--- config.mk ---
export PLATFORM = sky130hd
export DESIGN_NAME = prog_entry_seq
export DESIGN_NICKNAME = d
export VERILOG_FILES = /design/src/rtl/prog_entry_seq.sv
export SDC_FILE = /design/constraint.sdc
export NUM_CORES = 1
export LEC_CHECK = 0
export ABC_AREA = 1
export BUFFER_PORTS_ARGS = -buffer_cell sky130_fd_sc_hd__buf_2
export CORE_ASPECT_RATIO = 1.4
export CORE_MARGIN = 5
export CORE_UTILIZATION = 50
export CTS_BUF_LIST = sky130_fd_sc_hd__clkbuf_16
export DETAILED_ROUTE_END_ITERATION = 16
export GPL_TIMING_DRIVEN = 0
export PLACE_DENSITY = 0.67
export SETUP_SLACK_MARGIN = 0.05
export SKIP_CTS_REPAIR_TIMING = 1
export SLEW_MARGIN = 20
export SYNTH_ARGS = -nofsm -noshare
export SYNTH_HDL_FRONTEND = slang
export SYNTH_SLANG_ARGS = --single-unit
--- constraint.sdc ---
create_clock -name clk -period 2.7 [get_ports clk]
set_input_delay 0.54 -clock clk [delete_from_list [all_inputs] [get_ports clk]]
set_output_delay 0.54 -clock clk [all_outputs]
set_load 0.05 [all_outputs]
--- src/rtl/prog_entry_seq.sv ---
module prog_entry_seq #(
  parameter int PULSE_CYC = 100,
  parameter int GUARD_CYC = 1000,
  parameter int HALF_CYC  = 10,
  parameter int HOLD_CYC  = 5000
) (
  input  logic clk,
  input  logic rst_n,
  input  logic start,
  input  logic abort,
  output logic tgt_rst_o,
  output logic ser_clk_o,
  output logic ser_dat_o,
  output logic busy_o,
  output logic ready_o
);
  localparam logic [31:0] KEY = 32'h4D434851;
  localparam int M1   = (PULSE_CYC > GUARD_CYC) ? PULSE_CYC : GUARD_CYC;
  localparam int M2   = (HALF_CYC > HOLD_CYC) ? HALF_CYC : HOLD_CYC;
  localparam int MAXC = (M1 > M2) ? M1 : M2;
  localparam int CW   = $clog2(MAXC + 1);

  typedef enum logic [2:0] {S_IDLE, S_PULSE, S_GAP, S_SHIFT, S_HOLD, S_READY} st_t;

  st_t           st;
  logic [CW-1:0] cnt;
  logic [4:0]    bidx;
  logic          ph;
  wire           done = (cnt == '0);

  always_ff @(posedge clk) begin
    if (!rst_n || abort) begin
      st   <= S_IDLE;
      cnt  <= '0;
      bidx <= 5'd31;
      ph   <= 1'b0;
    end else begin
      case (st)
        S_IDLE: if (start) begin
          st  <= S_PULSE;
          cnt <= CW'(PULSE_CYC - 1);
        end
        S_PULSE: if (done) begin
          st  <= S_GAP;
          cnt <= CW'(GUARD_CYC - 1);
        end else cnt <= cnt - CW'(1);
        S_GAP: if (done) begin
          st   <= S_SHIFT;
          cnt  <= CW'(HALF_CYC - 1);
          bidx <= 5'd31;
          ph   <= 1'b0;
        end else cnt <= cnt - CW'(1);
        S_SHIFT: if (done) begin
          ph <= ~ph;
          if (ph && bidx == 5'd0) begin
            st  <= S_HOLD;
            cnt <= CW'(HOLD_CYC - 1);
          end else begin
            cnt <= CW'(HALF_CYC - 1);
            if (ph) bidx <= bidx - 5'd1;
          end
        end else cnt <= cnt - CW'(1);
        S_HOLD: if (done) st <= S_READY;
                else cnt <= cnt - CW'(1);
        S_READY: st <= S_READY;
        default: st <= S_IDLE;
      endcase
    end
  end

  assign tgt_rst_o = (st == S_PULSE) || (st == S_HOLD) || (st == S_READY);
  assign ser_clk_o = (st == S_SHIFT) && ph;
  assign ser_dat_o = (st == S_SHIFT) && KEY[bidx];
  assign busy_o    = (st != S_IDLE) && (st != S_READY);
  assign ready_o   = (st == S_READY);

  assert_start_pulse_R2: assert property (@(posedge clk) disable iff (!rst_n)
    (start && !abort && !busy_o && !ready_o) |=> (tgt_rst_o && busy_o));
  assert_data_hold_R5: assert property (@(posedge clk) disable iff (!rst_n)
    !$stable(ser_dat_o) |-> !ser_clk_o);
  assert_ready_entry_R6: assert property (@(posedge clk) disable iff (!rst_n)
    $rose(ready_o) |-> (tgt_rst_o && !ser_clk_o && !ser_dat_o));
  assert_ready_hold_R7: assert property (@(posedge clk) disable iff (!rst_n)
    (ready_o && !abort) |=> (ready_o && tgt_rst_o));
  assert_abort_park_R8: assert property (@(posedge clk) disable iff (!rst_n)
    abort |=> !(tgt_rst_o || ser_clk_o || ser_dat_o || busy_o || ready_o));
  assert_busy_ready_R9: assert property (@(posedge clk) disable iff (!rst_n)
    !(busy_o && ready_o));
endmodule

==> results.cfg <==
[clock_tree]
cts_tree = yes
clk_latency_ns = 0.25
root_buffer = clkbuf_16
cts_sinks = 23
cts-buffers-inserted = 3
htreeDepth = 1
clk_pin_slew_worst_paths_ns = 0.06
cts_buffer_depth = 2

[drt]
via_per_inst = 5.09
routedWlPerCell_um = 12.3
wl_um = 3950
drt-initial-drc-count = 74
firstDrtPassIters = 4
vias = 1629
ant_nets = 0
remaining_drc_errors = 0

[timing]
hold_viol = 0
skew_ns = 0.00271
setup_viol = 0
period_needed_ns = 2.04
rsz0062_at_grt = false
maxSlewViolCount = 0
max_freq_mhz = 489
tns_ns = 0
post-route-period-util = 0.757
relSlewSlack = 0.615
fin_ws_ns = 0.657
tightest_slew_ns = 0.578

[placement]
io_buffers = 8
dpl.hpwl_um = 3160
dpl_worst_slack_ns = 0.776
place_congestion = 0.864

[worst_setup_path]
cp_common_cell = inv_2
start_kind = register
crit_required_ns = 2.16
endpoint_kind = output pin
crit_fanout = 9
crit_arrival_ns = 1.50
slowest_stage = dfxtp_1
crit_buf_inv = 3
cp_cell_sequence = inv_2 > nand2_4 > nor2_8 > inv_2 > nor2_4 > buf_2
max_stage_delay_ns = 0.35
criticalPathCategory = reg -> out
cp_top_family = buffers and inverters

[pwr]
p_leak_nw = 0.930
p_per_area_mw_per_mm2 = 871
max-vdd-ir-drop_mv = 0.501

[final_layout]
mostFrequentLayoutCell = nand2_1
syn_to_final_growth_pct = 9.94
register_area_sq_um = 460
drive_gt1_frac = 0.175
final_nets = 289
final_cell_mix = nand2_1 (69), nor2_1 (37), inv_1 (24)
n_antenna_cell = 0
multi_input_area_sq_mm = 0.00115
fill_cells = 350

[logic_synthesis]
synthDistinctLibCells = 32
yosys_warnings = 0
synth_edf_count = 0
avgSynthCellArea_sq_um = 6.53
synth_cells = 268
synthArstFlopShare = 0
synth.yosys.seq_area_share = 0.263
syn_area_sq_mm = 0.00175
syn_nets = 276
synth_flop_cell = dfxtp_1
ys_ff_latch = 23

[global_route]
grt_pass1_vias = 1598
grt_pass1_wl_um = 7080
grt_usage = 0.190
grt-ovfl-total = 0
grt_antenna_before_repair = 0
grt_max_degree = 13

[floorplanning]
io_pins = 9
coreArea_sq_mm = 0.00338
die-width_um = 60.0
start_util = 0.518
dieArea_sq_mm = 0.00480
std_cell_rows = 25
fp.dieH_um = 80.0

[worst_hold_path]
hp-class = reg -> reg

[run]
maxCapViolations = 0

[run_status]
status = completed
==> through the flow <==
step	cells	power, mW	utilization	instance area (sq um)	hold WS, ns
4_1_cts	320	1.69	0.570	1920	0.507
5_1_grt	320	1.83	0.570	1920	0.533
3_5_place_dp	316	1.36	0.546	1850	0.494
2_1_floorplan	268	1.19	-	1760	0.449
6_report	320	1.68	0.570	1920	0.500
3_3_place_gp	316	1.36	0.546	1850	0.472
==> worst reg2reg max path, cell delays in order, from the launching register on <==
cell	delay, ns
dfxtp_1	0.33
inv_1	0.10
ha_1	0.19
nand2_1	0.07
nor2_1	0.10
nand2_1	0.10
inv_2	0.11
nand2_1	0.05
nand2_1	0.09
inv_1	0.07
nor3_1	0.36
nor2_1	0.08
nor2_1	0.12
nor2_1	0.05
==> final cells by class <==
class                   count  share of cell area
multi-input cells         209               0.597
flip-flops and latches     23               0.239
inverters                  32              0.0624
clock buffers               3              0.0390
well taps                  40              0.0260
repair buffers              8              0.0208
plain buffers               4              0.0137
clock inverters             1             0.00195
==> per-layer routing <==
metal  global-route usage  vias to the layer above  wire, um
met2                0.347                       17      2070
met4               0.0798                        0        77
met5                    0                        -         0
li1                     -                      887         -
met1                0.215                      717      1750
met3               0.0194                        8        50
==> Yosys cell counts, types with 5 or more instances <==
master	n	area [sq um]
nand3_1	15	75.1
nor2_2	5	31.3
a21oi_1	13	65.1
nand2_4	5	56.3
nand2_2	5	31.3
o21ai_0	7	35.0
xor2_1	7	61.3
nor3_1	10	50.1
nand2_1	69	259
dfxtp_1	23	460
inv_2	9	33.8
inv_1	23	86.3
nor2_1	37	139
==> power breakdown <==
group          internal, mW  switching (mW)
clock                 0.198           0.121
combinational         0.309           0.625
sequential            0.381          0.0423
total                 0.888           0.788
==> state kept, by name, indices dropped and copies added, names as in the netlist, named ones only <==
| signal | count |
|---|---|
| bidx | 5 |
| cnt | 13 |
| ph | 1 |
| st | 3 |
==> worst paths after layout <==
kind | start | to | slack [ns] | cells past startpoint
hold / removal | cnt[0] | cnt[0] | 0.50 | 1
hold reg to reg | cnt[0] | cnt[0] | 0.50 | 1
setup reg to reg | cnt[0] | cnt[1] | 0.77 | 13
setup / recovery | st[2] | ser_clk_o | 0.66 | 6
==> cells by family (layout without fill, tap and decap cells) <==
| group | after synthesis | in the layout | synth area share |
|---|---|---|---|
| flip-flops | 23 | 23 | 0.263 |
| AO/OA/AOI/OAI | 33 | 33 | 0.112 |
| AND/OR/NAND/NOR | 161 | 161 | 0.457 |
| adder cells (fa/ha/maj) | 4 | 4 | 0.0286 |
| XOR/XNOR | 11 | 11 | 0.0550 |
| buffers and inverters | 36 | 48 | 0.0836 |
Note: power is estimated with default switching activity, not from simulation.
